<file path="src/rtl/ioc_pkg.sv">
package ioc_pkg;
  localparam int unsigned DEF_WIDTH  = 8;
  localparam int unsigned DEF_STAGES = 2;

  typedef enum logic [1:0] {
    FLG_HOLD,
    FLG_SET,
    FLG_CLR,
    FLG_WARM
  } flag_op_e;
endpackage

</file>
<file path="src/rtl/ioc_sync.sv">
module ioc_sync #(
  parameter int unsigned WIDTH  = 8,
  parameter int unsigned STAGES = 2
) (
  input  logic             clk_i,
  input  logic             rst_ni,
  input  logic [WIDTH-1:0] d_i,
  output logic [WIDTH-1:0] q_o
);
  logic [WIDTH-1:0] stg_q [STAGES];

  for (genvar g = 0; g < STAGES; g++) begin : g_stage
    logic [WIDTH-1:0] d_in;
    if (g == 0) begin : g_first
      assign d_in = d_i;
    end else begin : g_next
      assign d_in = stg_q[g-1];
    end
    always_ff @(posedge clk_i or negedge rst_ni) begin
      if (!rst_ni) stg_q[g] <= '0;
      else         stg_q[g] <= d_in;
    end
  end

  assign q_o = stg_q[STAGES-1];
endmodule

</file>
<file path="src/rtl/ioc_compare.sv">
module ioc_compare #(
  parameter int unsigned WIDTH  = 8,
  parameter int unsigned STAGES = 2
) (
  input  logic             clk_i,
  input  logic             rst_ni,
  input  logic [WIDTH-1:0] sync_i,
  input  logic             port_acc_i,
  input  logic             en_we_i,
  input  logic [WIDTH-1:0] en_wdata_i,
  output logic             mism_o
);
  localparam int unsigned INIT_LAST = STAGES + 1;
  localparam int unsigned CW        = $clog2(INIT_LAST + 1);

  logic [CW-1:0]    init_cnt_q;
  logic             init_busy;
  logic [WIDTH-1:0] snap_q;
  logic [WIDTH-1:0] en_q;
  logic [WIDTH-1:0] diff;

  // snapshot keeps tracking the synchronizer until its reset zeros have flushed
  assign init_busy = (init_cnt_q != CW'(INIT_LAST));

  always_ff @(posedge clk_i or negedge rst_ni) begin
    if (!rst_ni)        init_cnt_q <= '0;
    else if (init_busy) init_cnt_q <= init_cnt_q + 1'b1;
  end

  always_ff @(posedge clk_i or negedge rst_ni) begin
    if (!rst_ni)                      snap_q <= '0;
    else if (init_busy || port_acc_i) snap_q <= sync_i;
  end

  always_ff @(posedge clk_i or negedge rst_ni) begin
    if (!rst_ni)      en_q <= '0;
    else if (en_we_i) en_q <= en_wdata_i;
  end

  assign diff   = (sync_i ^ snap_q) & en_q;
  assign mism_o = !init_busy && (|diff);

  p_snap_load_r5: assert property (@(posedge clk_i) disable iff (!rst_ni)
    port_acc_i |=> snap_q == $past(sync_i));
  p_snap_hold_r9: assert property (@(posedge clk_i) disable iff (!rst_ni)
    (!port_acc_i && !init_busy) |=> $stable(snap_q));
  p_en_write_r11: assert property (@(posedge clk_i) disable iff (!rst_ni)
    en_we_i |=> en_q == $past(en_wdata_i));
  p_en_hold_r11: assert property (@(posedge clk_i) disable iff (!rst_ni)
    !en_we_i |=> $stable(en_q));
  p_disarmed_quiet_r4: assert property (@(posedge clk_i) disable iff (!rst_ni)
    (en_q == '0) |-> !mism_o);
endmodule

</file>
<file path="src/rtl/ioc_flag.sv">
module ioc_flag
  import ioc_pkg::*;
(
  input  logic clk_i,
  input  logic rst_ni,
  input  logic warm_rst_i,
  input  logic mism_i,
  input  logic flag_clr_i,
  output logic flag_o
);
  flag_op_e op;
  logic     flag_q;

  always_comb begin
    if (warm_rst_i)      op = FLG_WARM;
    else if (mism_i)     op = FLG_SET;
    else if (flag_clr_i) op = FLG_CLR;
    else                 op = FLG_HOLD;
  end

  always_ff @(posedge clk_i or negedge rst_ni) begin
    if (!rst_ni) flag_q <= 1'b0;
    else begin
      unique case (op)
        FLG_SET:            flag_q <= 1'b1;
        FLG_CLR, FLG_WARM:  flag_q <= 1'b0;
        default:            flag_q <= flag_q;
      endcase
    end
  end

  assign flag_o = flag_q;

  p_set_wins_r7: assert property (@(posedge clk_i) disable iff (!rst_ni)
    (mism_i && !warm_rst_i) |=> flag_q);
  p_sticky_r6: assert property (@(posedge clk_i) disable iff (!rst_ni)
    (flag_q && !flag_clr_i && !warm_rst_i) |=> flag_q);
  p_clear_r5: assert property (@(posedge clk_i) disable iff (!rst_ni)
    (flag_clr_i && !mism_i) |=> !flag_q);
  p_warm_clr_r9: assert property (@(posedge clk_i) disable iff (!rst_ni)
    warm_rst_i |=> !flag_q);
  p_no_spurious_r3: assert property (@(posedge clk_i) disable iff (!rst_ni)
    (!flag_q && !mism_i) |=> !flag_q);
endmodule

</file>
<file path="src/rtl/ioc_detect.sv">
module ioc_detect #(
  parameter int unsigned WIDTH  = ioc_pkg::DEF_WIDTH,
  parameter int unsigned STAGES = ioc_pkg::DEF_STAGES
) (
  input  logic             clk_i,
  input  logic             rst_ni,
  input  logic             warm_rst_i,
  input  logic [WIDTH-1:0] pins_i,
  input  logic             port_acc_i,
  input  logic             en_we_i,
  input  logic [WIDTH-1:0] en_wdata_i,
  input  logic             flag_clr_i,
  output logic             flag_o,
  output logic             wake_o
);
  logic [WIDTH-1:0] pins_sync;
  logic             mism;

  ioc_sync #(.WIDTH(WIDTH), .STAGES(STAGES)) u_sync (
    .clk_i  (clk_i),
    .rst_ni (rst_ni),
    .d_i    (pins_i),
    .q_o    (pins_sync)
  );

  ioc_compare #(.WIDTH(WIDTH), .STAGES(STAGES)) u_cmp (
    .clk_i      (clk_i),
    .rst_ni     (rst_ni),
    .sync_i     (pins_sync),
    .port_acc_i (port_acc_i),
    .en_we_i    (en_we_i),
    .en_wdata_i (en_wdata_i),
    .mism_o     (mism)
  );

  ioc_flag u_flag (
    .clk_i      (clk_i),
    .rst_ni     (rst_ni),
    .warm_rst_i (warm_rst_i),
    .mism_i     (mism),
    .flag_clr_i (flag_clr_i),
    .flag_o     (flag_o)
  );

  assign wake_o = flag_o;

  p_reset_low_r1: assert property (@(posedge clk_i) !rst_ni |-> !flag_o);
endmodule

</file>
<file path="config.mk">
export PLATFORM = sky130hd
export DESIGN_NAME = ioc_detect
export DESIGN_NICKNAME = d
export VERILOG_FILES = /design/src/rtl/ioc_pkg.sv /design/src/rtl/ioc_sync.sv /design/src/rtl/ioc_compare.sv /design/src/rtl/ioc_flag.sv /design/src/rtl/ioc_detect.sv
export SDC_FILE = /design/constraint.sdc
export NUM_CORES = 1
export LEC_CHECK = 0
export BUFFER_PORTS_ARGS = -buffer_cell sky130_fd_sc_hd__buf_4
export CORE_ASPECT_RATIO = 0.9
export CORE_MARGIN = 2
export CORE_UTILIZATION = 30
export CTS_BUF_LIST = sky130_fd_sc_hd__clkbuf_16
export CTS_CLUSTER_DIAMETER = 30
export DETAILED_ROUTE_END_ITERATION = 16
export PLACE_DENSITY = 0.47
export SLEW_MARGIN = 10
export SYNTH_ARGS = -nofsm -noshare
export SYNTH_HDL_FRONTEND = slang
export SYNTH_SLANG_ARGS = --single-unit
</file>
<file path="constraint.sdc">
create_clock -name clk_i -period 1.35 [get_ports clk_i]
set_input_delay 0.2025 -clock clk_i [delete_from_list [all_inputs] [get_ports clk_i]]
set_output_delay 0.2025 -clock clk_i [all_outputs]
set_load 0.005 [all_outputs]
</file>
==> flow_summary_export.csv, run 1 <==
group,metric,value,unit
synth,ys_seq_area_frac,0.709,
clock_tree,clockBufferDepth,2,
routing,iteration_count_of_the_initial_detailed_routing_pass,2,
floorplanning,die_height,64.9,um
sta,fin_worst_hold_slack,0.0357,ns
critical_path,end_kind,"register",
clock_tree,worstSkewPairLatency,0.27,ns
critical_path,setup.worst_path.start_class,"register",
synth,synth_flop_cell,"sky130_fd_sc_hd__dfrtp_1",
routing,postRouteAntennaNets,0,
sta,finalWorstPathRequiredPeriod,1.29,ns
critical_path,critPathMaxStageDelay,0.39,ns
placement,numPlacedInstances,145,
placement,io_buffers,23,
sta,finalSetupTns,0,ns
critical_path,worst-endpoint-arrival,1.45,ns
clock_tree,clock_sinks,35,
synth,synth_cell_types,13,
clock_tree,cts.repair_timing.setup_buffer_count,0,
critical_path,crit_path_top_delay_cell,"sky130_fd_sc_hd__dfrtp_1",
clock_tree,cts-root-buf,"sky130_fd_sc_hd__clkbuf_16",
sta,fin_crit_sh,0.959,
clock_tree,cts_tree,"done",
global_routing,overflow,0,
synth,area_fraction_of_the_dominant_cell_type_after_synthesis,0.709,
floorplanning,placeableCoreArea,4020,um^2
synth,synth_largest_area_cell,"sky130_fd_sc_hd__dfrtp_1",
global_routing,initial_antenna_violation_count,0,
floorplanning,num_rows,22,
flow_run,drv_cap,0,
sta,worstMarginPinSlew,0.442,ns
placement,dpl_worst_slack,0.0449,ns
hold_path,hp-class,"in -> reg",
clock_tree,cts.clk_slew.worst_paths,0.05,ns
sta,worst_slew_margin_rel,0.705,
synth,synth.ff_latch_count,35,
global_routing,first_global_vias,655,
critical_path,reg2reg_from,"u_cmp.init_cnt_q[0]",
power,power.static_leakage,0.731,nW
synth,ys_top_cells_by_area,"sky130_fd_sc_hd__dfrtp_1 71%, sky130_fd_sc_hd__mux2_2 15%, sky130_fd_sc_hd__xor2_1 5.7%, sky130_fd_sc_hd__a22oi_1 2.4%, sky130_fd_sc_hd__ha_1 1.0%",
power,pwr-share-seq,0.492,
routing,drt_drc_violations_left,0,
layout,area.growth.synth_to_final,30.5,%
critical_path,timing.critical_path.max_delay_family,"flip-flops",
global_routing,grtUsageTotal,0.0999,
hold_path,holdCritStartpoint,"pins_i[0]",
synth,syn_nets,97,
layout,design.final.nets,128,
critical_path,setup.worst_path.class,"reg -> reg",
placement,postPlaceCellArea,1470,um^2
synth,synth_commonest_cells,"35 x sky130_fd_sc_hd__dfrtp_1, 17 x sky130_fd_sc_hd__mux2_2, 8 x sky130_fd_sc_hd__xor2_1",
power,power.share.switching,0.200,
critical_path,worstPathRequired,1.50,ns
sta,worst_clock_skew,0.00230,ns
power,totalPowerFinal,2.38,mW
synth,synth-async-reset-ratio,1.00,
layout,design_area,1610,um^2
power,worst_ir_drop_vdd,0.621,mV
floorplanning,pin_count,24,
floorplanning,floorplan.initialDensity,0.308,
critical_path,critical_path.cell_chain,"ha_1, nand2b_1, buf_4, mux2_2",
synth,synthesized_area_per_cell,16.7,um^2
layout,final-instance-count-excl-fill,152,
routing,wire_per_inst,12.8,um
global_routing,grt_pass1_wl,3240,um
synth,synth_enable_flop_cells,0,
run_status,run_status,"finished clean",
synth,count_leader_synth,"sky130_fd_sc_hd__dfrtp_1",
critical_path,critical_path.startpoint,"u_cmp.init_cnt_q[0]",
synth,syn_inst,74,
layout,antenna_cells,0,
clock_tree,tritoncts_buffer_count,5,
floorplanning,fp.dieArea,4650,um^2
layout,final_util,0.401,
power,power.share.clock,0.425,
routing,routed_wirelength,1940,um
sta,worst_slack_setup_final,0.0557,ns
routing,total_vias_in_the_final_route,666,
floorplanning,die_w,71.7,um
sta,setup_violations_final,0,
synth,netlist_area,1240,um^2
routing,routed_via_density,4.38,
placement,globalplace.congestion,0.680,
sta,grt_setup_unrepaired,"false",
sta,report.final.hold_viol_count,0,
layout,layout-drive-gt1-share,0.462,
routing,drt_iter0_drc,15,
sta,final-max-slew-violation-count,0,
global_routing,grt_start_max_net_pins,36,
critical_path,critical_path_peak_fanout,4,
sta,clock.fmax,0.773,GHz
power,internal-power,1.91,mW
power,pwr-share-comb,0.083,
clock_tree,cts-htree-levels,2,
power,power.switching,0.475,mW
placement,detailed_place_hpwl,1400,um
power,power.density_cell_area,1480,nW/um^2
critical_path,number_of_buffers_and_inverters_on_the_critical_path,1,
synth,ys.warnings.count,0,
## routing by layer
| layer | GRT usage | wire length [um] | vias to the layer above |
|---|---|---|---|
| met5 | 0 | 0 | - |
| met4 | 0.0637 | 14 | 0 |
| met3 | 0.0638 | 150 | 2 |
| met2 | 0.128 | 826 | 19 |
| met1 | 0.122 | 948 | 333 |
| li1 | - | - | 312 |
## cell type report
cell class	instances	area [um^2]
Fill cell	385	2410
Sequential cell	35	876
Multi-Input combinational cell	35	339
Timing Repair Buffer	27	205
Clock buffer	5	125
Tap cell	48	60.1
Clock inverter	1	3.75
Inverter	1	3.75
## cell usage in the layout (no fill, tap or decap)
| master | n |
|---|---|
| sky130_fd_sc_hd__xor2_1 | 8 |
| sky130_fd_sc_hd__nand4_1 | 1 |
| sky130_fd_sc_hd__ha_1 | 1 |
| sky130_fd_sc_hd__a22oi_1 | 4 |
| sky130_fd_sc_hd__mux2_2 | 17 |
| sky130_fd_sc_hd__xnor2_1 | 1 |
| sky130_fd_sc_hd__dfrtp_1 | 35 |
| sky130_fd_sc_hd__nor2_1 | 1 |
| sky130_fd_sc_hd__a32o_1 | 1 |
| sky130_fd_sc_hd__buf_4 | 26 |
| sky130_fd_sc_hd__inv_1 | 2 |
| sky130_fd_sc_hd__dlygate4sd3_1 | 1 |
| sky130_fd_sc_hd__nand2b_1 | 1 |
| sky130_fd_sc_hd__clkbuf_16 | 5 |
## cell families after synthesis
family,share of synthesized area
AO/OA/AOI/OAI,0.0324
XOR/XNOR,0.0638
adder cells (fa/ha/maj),0.0101
buffers and inverters,0.0172
flip-flops,0.709
multiplexers,0.155
AND/OR/NAND/NOR,0.0132
## power by group through the flow
stage	registers [mW]	clock network, mW	logic [mW]
2_1_floorplan	1.18	0	0.108
3_3_place_gp	1.19	0	0.199
3_5_place_dp	1.19	0	0.203
4_1_cts	1.17	1.05	0.205
5_1_grt	1.18	1.11	0.220
6_report	1.17	1.01	0.198
## state kept, by name (all words and copies together) (netlist names)
name                 flops
u_sync.q_o               8
u_cmp.snap_q             8
u_sync.g_stage.d_in      8
u_flag.flag_o            1
u_cmp.en_q               8
u_cmp.init_cnt_q         2
## final timing paths
kind / to / slack [ns] / cells past startpoint
setup reg to reg: u_cmp.snap_q[6] / 0.06 / 4
hold / removal: u_sync.g_stage[1].d_in[0] / 0.04 / 1
setup / recovery: u_cmp.snap_q[6] / 0.06 / 4
max in group asynchronous: u_sync.g_stage[1].d_in[7] / 0.61 / 2
hold reg to reg: u_sync.q_o[2] / 0.34 / 0
min in group asynchronous: u_cmp.snap_q[0] / 0.41 / 2
## repair_timing
item,in CTS,in global routing
gates resized for setup,0,0
endpoints found under the hold margin,35,0
hold buffers,1,0
(Power assumes the default switching activity.)
==> run 2, diff against run 1 <==
--- a/config.mk
+++ b/config.mk
@@ -7,12 +7,13 @@
 export LEC_CHECK = 0
 export BUFFER_PORTS_ARGS = -buffer_cell sky130_fd_sc_hd__buf_4
 export CORE_ASPECT_RATIO = 0.9
-export CORE_MARGIN = 2
+export CORE_MARGIN = 4
 export CORE_UTILIZATION = 30
 export CTS_BUF_LIST = sky130_fd_sc_hd__clkbuf_16
 export CTS_CLUSTER_DIAMETER = 30
 export DETAILED_ROUTE_END_ITERATION = 16
 export PLACE_DENSITY = 0.47
+export RECOVER_POWER = 50
 export SLEW_MARGIN = 10
 export SYNTH_ARGS = -nofsm -noshare
 export SYNTH_HDL_FRONTEND = slang
==> flow_summary_export.csv, run 2 (synthesis gave the netlist of run 1 again) <==
group,metric,value,unit
sta,finalWorstPathRequiredPeriod,1.29,ns
global_routing,overflow,0,
clock_tree,cts.clk_slew.worst_paths,0.05,ns
sta,report.final.hold_viol_count,0,
routing,m1_wl,923,um
clock_tree,clock_sinks,35,
sta,fin_crit_sh,0.958,
critical_path,worst_r2r_endpoint,"u_cmp.snap_q[6]",
routing,routed_wirelength,1970,um
global_routing,grt_pass1_wl,3250,um
power,power.static_leakage,0.749,nW
layout,antenna_cells,0,
floorplanning,floorplan.initialDensity,0.322,
sta,worst_slew_margin_rel,0.449,
clock_tree,clockBufferDepth,2,
global_routing,grt_start_max_net_pins,36,
layout,area.growth.synth_to_final,34.7,%
run_status,run_status,"finished clean",
sta,clock.fmax,0.773,GHz
layout,final.fill_count,363,
floorplanning,fp.dieArea,5210,um^2
routing,iteration_count_of_the_initial_detailed_routing_pass,2,
clock_tree,tritoncts_buffer_count,5,
routing,total_vias_in_the_final_route,674,
critical_path,critical_path.cell_chain,"ha_2, nand2b_1, buf_6, mux2_2",
clock_tree,worstSkewPairLatency,0.27,ns
floorplanning,placeableCoreArea,3840,um^2
sta,worst_clock_skew,0.00212,ns
layout,layout-drive-gt1-share,0.495,
placement,globalplace.congestion,0.636,
sta,grt_setup_unrepaired,"false",
critical_path,number_of_cell_instances_on_the_worst_register_to_register_path,4,
layout,final_common_cell,"sky130_fd_sc_hd__dfrtp_1",
routing,drt_iter0_drc,22,
critical_path,worst-endpoint-arrival,1.45,ns
global_routing,first_global_vias,717,
hold_path,hp-class,"in -> reg",
clock_tree,cts-htree-levels,2,
routing,wl_met2,831,um
hold_path,hold_path_end,"u_sync.g_stage[1].d_in[5]",
critical_path,setup.worst_path.start_class,"register",
critical_path,worstPathRequired,1.51,ns
sta,setup_violations_final,0,
floorplanning,die_w,75.7,um
critical_path,critical_path_peak_fanout,4,
critical_path,critPathMaxStageDelay,0.38,ns
critical_path,reg2reg_from,"u_cmp.init_cnt_q[0]",
critical_path,timing.reg2reg.setup_slack,0.06,ns
sta,worstMarginPinSlew,0.827,ns
floorplanning,pin_count,24,
clock_tree,cts_tree,"done",
critical_path,timing.critical_path.max_delay_family,"flip-flops",
critical_path,end_kind,"register",
layout,multi_input_comb_area,347,um^2
placement,detailed_place_hpwl,1430,um
routing,wl_met3,147,um
layout,layout_common_cells,"35 x sky130_fd_sc_hd__dfrtp_1, 17 x sky130_fd_sc_hd__mux2_2, 16 x sky130_fd_sc_hd__buf_4, 8 x sky130_fd_sc_hd__xor2_1, 8 x sky130_fd_sc_hd__clkbuf_4",
sta,finalSetupTns,0,ns
sta,fin_worst_hold_slack,0.0542,ns
routing,routed_via_density,4.41,
routing,drt_drc_violations_left,0,
global_routing,grtUsageTotal,0.0906,
sta,final-max-slew-violation-count,0,
power,worst_ir_drop_vdd,0.724,mV
routing,route.top_layer_used,"met4",
routing,postRouteAntennaNets,0,
floorplanning,num_rows,21,
global_routing,initial_antenna_violation_count,0,
placement,io_buffers,23,
floorplanning,die_height,68.9,um
layout,ff_latch_area,876,um^2
critical_path,setup.worst_path.class,"reg -> reg",
critical_path,number_of_buffers_and_inverters_on_the_critical_path,1,
flow_run,drv_cap,0,
hold_path,holdCritStartpoint,"pins_i[5]",
hold_path,worstHoldPathCells,1,
critical_path,crit_path_top_delay_cell,"sky130_fd_sc_hd__dfrtp_1",
power,power.density_cell_area,1580,nW/um^2
layout,design.final.nets,129,
clock_tree,cts-root-buf,"sky130_fd_sc_hd__clkbuf_16",
routing,wire_per_inst,12.9,um
## run 2: cell count changes in the layout (fill, tap and decap cells not counted)
cell	previous run	this run
sky130_fd_sc_hd__buf_4	26	16
sky130_fd_sc_hd__clkbuf_4	0	8
sky130_fd_sc_hd__buf_6	0	2
sky130_fd_sc_hd__a22oi_1	4	3
sky130_fd_sc_hd__a22oi_2	0	1
sky130_fd_sc_hd__bufinv_16	0	1
sky130_fd_sc_hd__clkbuf_2	0	1
sky130_fd_sc_hd__clkinv_1	0	1
sky130_fd_sc_hd__clkinv_2	0	1
sky130_fd_sc_hd__ha_1	1	0
sky130_fd_sc_hd__ha_2	0	1
sky130_fd_sc_hd__inv_1	2	1
## run 2: where the power goes
part / internal, mW / leakage (nW) / switching [mW]
sequential: 1.13 / 0.402 / 0.0434
clock: 0.859 / 0.0812 / 0.400
combinational: 0.127 / 0.265 / 0.0753
## run 2: final cells by class
type / instances / share of cell area
sequential: 35 / 0.526
clock buffer: 5 / 0.0751
timing repair buffer: 28 / 0.131
tap: 46 / 0.0346
clock inverter: 3 / 0.0233
inverter: 1 / 0.00225
multi-input combinational: 35 / 0.208
## run 2: worst reg2reg max path, cell delays in order, from the launching register on
cell,delay (ns)
sky130_fd_sc_hd__dfrtp_1,0.38
sky130_fd_sc_hd__ha_2,0.19
sky130_fd_sc_hd__nand2b_1,0.14
sky130_fd_sc_hd__buf_6,0.14
sky130_fd_sc_hd__mux2_2,0.33
## run 2: worst max-delay path by stage
stage | slack, ns | cells past startpoint | endpoint | from
2_1_floorplan | 0.03 | 4 | u_cmp.snap_q[0] | u_cmp.init_cnt_q[0]
3_3_place_gp | 0.06 | 4 | u_cmp.snap_q[6] | u_cmp.init_cnt_q[0]
3_5_place_dp | 0.03 | 4 | u_cmp.snap_q[1] | u_cmp.init_cnt_q[0]
4_1_cts | 0.02 | 4 | u_cmp.snap_q[1] | u_cmp.init_cnt_q[0]
5_1_grt | 0.01 | 4 | u_cmp.snap_q[0] | u_cmp.init_cnt_q[0]
6_report | 0.06 | 4 | u_cmp.snap_q[6] | u_cmp.init_cnt_q[0]
## run 2: repair_timing
item | CTS | global route
hold buffers | 1 | 0
setup buffers | 0 | 1
hold endpoints to repair | 35 | 0
setup endpoints to repair | 0 | 9
resized for setup | 0 | 4
## run 2: per-layer routing
metal | vias to the layer above | global-route usage
met3 | 9 | 0.0362
met2 | 20 | 0.128
met1 | 329 | 0.108
met4 | 0 | 0.0721
li1 | 316 | -
met5 | - | 0
## run 2: metrics by stage
step           utilization  cells  setup WS (ns)  total power, mW  cell area, um^2
3_5_place_dp         0.384    143         0.0326             1.39             1470
6_report             0.434    153         0.0571             2.63             1670
3_3_place_gp         0.384    143         0.0593             1.38             1470
5_1_grt              0.434    153         0.0114             2.75             1670
2_1_floorplan            -     74         0.0318             1.29             1240
4_1_cts              0.429    152         0.0221             2.65             1650
==> run 3, diff against run 2 <==
--- a/config.mk
+++ b/config.mk
@@ -5,14 +5,14 @@
 export SDC_FILE = /design/constraint.sdc
 export NUM_CORES = 1
 export LEC_CHECK = 0
-export BUFFER_PORTS_ARGS = -buffer_cell sky130_fd_sc_hd__buf_4
 export CORE_ASPECT_RATIO = 0.9
 export CORE_MARGIN = 4
 export CORE_UTILIZATION = 30
 export CTS_BUF_LIST = sky130_fd_sc_hd__clkbuf_16
 export CTS_CLUSTER_DIAMETER = 30
 export DETAILED_ROUTE_END_ITERATION = 16
-export PLACE_DENSITY = 0.47
+export DONT_BUFFER_PORTS = 1
+export PLACE_DENSITY = 0.42
 export RECOVER_POWER = 50
 export SLEW_MARGIN = 10
 export SYNTH_ARGS = -nofsm -noshare
==> flow_summary_export.csv, run 3 (synthesis gave the netlist of run 1 again) <==
group,metric,value,unit
placement,dpl_worst_slack,0.0380,ns
layout,final_common_cell,"sky130_fd_sc_hd__dfrtp_1",
power,power.static_leakage,0.660,nW
power,pwr-share-comb,0.069,
floorplanning,fp.dieArea,5210,um^2
clock_tree,cts_tree,"done",
sta,fin_crit_sh,0.949,
routing,total_vias_in_the_final_route,632,
critical_path,worst-endpoint-arrival,1.43,ns
routing,routed_via_density,4.61,
layout,area.growth.synth_to_final,24.8,%
power,power.share.clock,0.438,
hold_path,holdCritStartpoint,"en_wdata_i[7]",
floorplanning,die_height,68.9,um
clock_tree,cts-htree-levels,2,
global_routing,grt_pass1_wl,3150,um
critical_path,worstPathRequired,1.50,ns
routing,routed_wirelength,1940,um
sta,worst_slew_margin_rel,0.451,
sta,worstMarginPinSlew,0.824,ns
power,internal-power,1.89,mW
power,power.density_cell_area,1540,nW/um^2
layout,design_area,1540,um^2
routing,drt_iter0_drc,36,
flow_run,drv_cap,0,
clock_tree,cts.clk_slew.worst_paths,0.05,ns
layout,layout_common_cells,"35 x sky130_fd_sc_hd__dfrtp_1, 17 x sky130_fd_sc_hd__mux2_2, 9 x sky130_fd_sc_hd__dlygate4sd3_1, 8 x sky130_fd_sc_hd__xor2_1, 5 x sky130_fd_sc_hd__clkbuf_16",
layout,antenna_cells,0,
power,pwr-share-seq,0.494,
sta,worst_clock_skew,0.00440,ns
floorplanning,num_rows,21,
floorplanning,placeableCoreArea,3840,um^2
layout,layout-drive-gt1-share,0.297,
sta,finalWorstPathRequiredPeriod,1.28,ns
sta,clock.fmax,0.781,GHz
global_routing,grt_start_max_net_pins,36,
power,power.switching,0.486,mW
global_routing,overflow,0,
critical_path,setup.worst_path.start_class,"register",
critical_path,reg2reg_from,"u_cmp.init_cnt_q[0]",
placement,postPlaceCellArea,1300,um^2
sta,setup_violations_final,0,
sta,report.final.hold_viol_count,0,
global_routing,grtUsageTotal,0.0905,
hold_path,hp-class,"in -> reg",
global_routing,groute.layer.met1.usage,0.0988,
critical_path,setup.worst_path.class,"reg -> reg",
power,power.share.switching,0.205,
critical_path,end_kind,"register",
global_routing,first_global_vias,661,
critical_path,worst_r2r_endpoint,"u_cmp.snap_q[4]",
floorplanning,pin_count,24,
placement,io_buffers,0,
routing,iteration_count_of_the_initial_detailed_routing_pass,2,
global_routing,met2_usage,0.133,
global_routing,grt_use_met3,0.0580,
hold_path,worstHoldPathCells,1,
power,worst_ir_drop_vdd,0.752,mV
clock_tree,worstSkewPairLatency,0.27,ns
routing,postRouteAntennaNets,0,
placement,globalplace.congestion,0.679,
critical_path,timing.reg2reg.setup_slack,0.07,ns
floorplanning,floorplan.initialDensity,0.322,
routing,wire_per_inst,14.1,um
sta,grt_setup_unrepaired,"true",
clock_tree,clockBufferDepth,2,
sta,worst_slack_setup_final,0.0694,ns
critical_path,number_of_cell_instances_on_the_worst_register_to_register_path,4,
routing,drt_drc_violations_left,0,
critical_path,critical_path_peak_fanout,8,
sta,final-max-slew-violation-count,0,
global_routing,initial_antenna_violation_count,0,
layout,design.final.nets,113,
floorplanning,die_w,75.7,um
run_status,run_status,"finished clean",
clock_tree,tritoncts_buffer_count,5,
clock_tree,clock_sinks,35,
global_routing,busiest_layer,"met2",
clock_tree,cts-root-buf,"sky130_fd_sc_hd__clkbuf_16",
layout,final.fill_count,359,
hold_path,hold_path_end,"u_cmp.en_q[7]",
==> run 3: cell types whose count changed in the layout (fill, tap and decap cells not counted), sizes merged <==
cell / delta
buf: -16
inv: +1
bufinv: -1
dlygate4sd3: +8
clkbuf: -8
==> run 3: how the worst max path moves through the flow <==
stage                                   start               to  slack, ns  depth (start not counted)
after detailed placement  u_cmp.init_cnt_q[0]  u_cmp.snap_q[4]       0.04                          4
after global placement    u_cmp.init_cnt_q[0]  u_cmp.snap_q[4]       0.04                          4
after global routing          u_cmp.snap_q[6]    u_flag.flag_o     -0.006                          4
after CTS                 u_cmp.init_cnt_q[0]  u_cmp.snap_q[4]       0.03                          4
after floorplan           u_cmp.init_cnt_q[0]  u_cmp.snap_q[0]       0.03                          4
final                     u_cmp.init_cnt_q[0]  u_cmp.snap_q[4]       0.07                          4
==> run 3: layout make-up <==
type / count / area [um^2] / share of cell area
clock inverters: 3 / 11.3 / 0.00730
flip-flops and latches: 35 / 876 / 0.568
repair buffers: 12 / 123 / 0.0795
inverters: 1 / 3.75 / 0.00243
well taps: 46 / 57.6 / 0.0373
clock buffers: 5 / 125 / 0.0811
multi-input cells: 35 / 347 / 0.225
==> run 3: metrics by stage <==
stage,hold slack (ns),power [mW],cells,utilization,TNS [ns]
floorplan,-0.0931,1.29,74,-,0
global placement,-0.0919,1.31,119,0.340,0
detailed placement,-0.0919,1.31,119,0.340,0
CTS,0.0693,2.42,137,0.404,0
global route,0.0771,2.50,137,0.402,-0.00557
finish,0.0757,2.37,137,0.402,0
==> run 3: worst max-delay path, stage by stage, from the launching register on <==
cell,delay (ns)
sky130_fd_sc_hd__dfrtp_1,0.39
sky130_fd_sc_hd__ha_2,0.19
sky130_fd_sc_hd__nand2b_1,0.11
sky130_fd_sc_hd__buf_12,0.14
sky130_fd_sc_hd__mux2_2,0.33
==> run 3: timing repair <==
item	4_1_cts	5_1_grt
hold buffers	10	0
endpoints found under the hold margin	43	0
buffers inserted	0	0
setup endpoints to repair	0	6
resized for setup	0	2
==> run 3: power by group through the flow <==
| stage | Combinational, mW | Sequential (mW) | Clock [mW] |
|---|---|---|---|
| after floorplan | 0.108 | 1.18 | 0 |
| after global placement | 0.119 | 1.19 | 0 |
| after detailed placement | 0.123 | 1.19 | 0 |
| after CTS | 0.172 | 1.17 | 1.08 |
| after global routing | 0.184 | 1.18 | 1.13 |
| final | 0.163 | 1.17 | 1.04 |
==> run 3: layer usage <==
layer	up-vias	share of wire
li1	286	-
met1	323	0.39
met2	19	0.50
met3	4	0.090
met4	0	0.015
met5	-	0
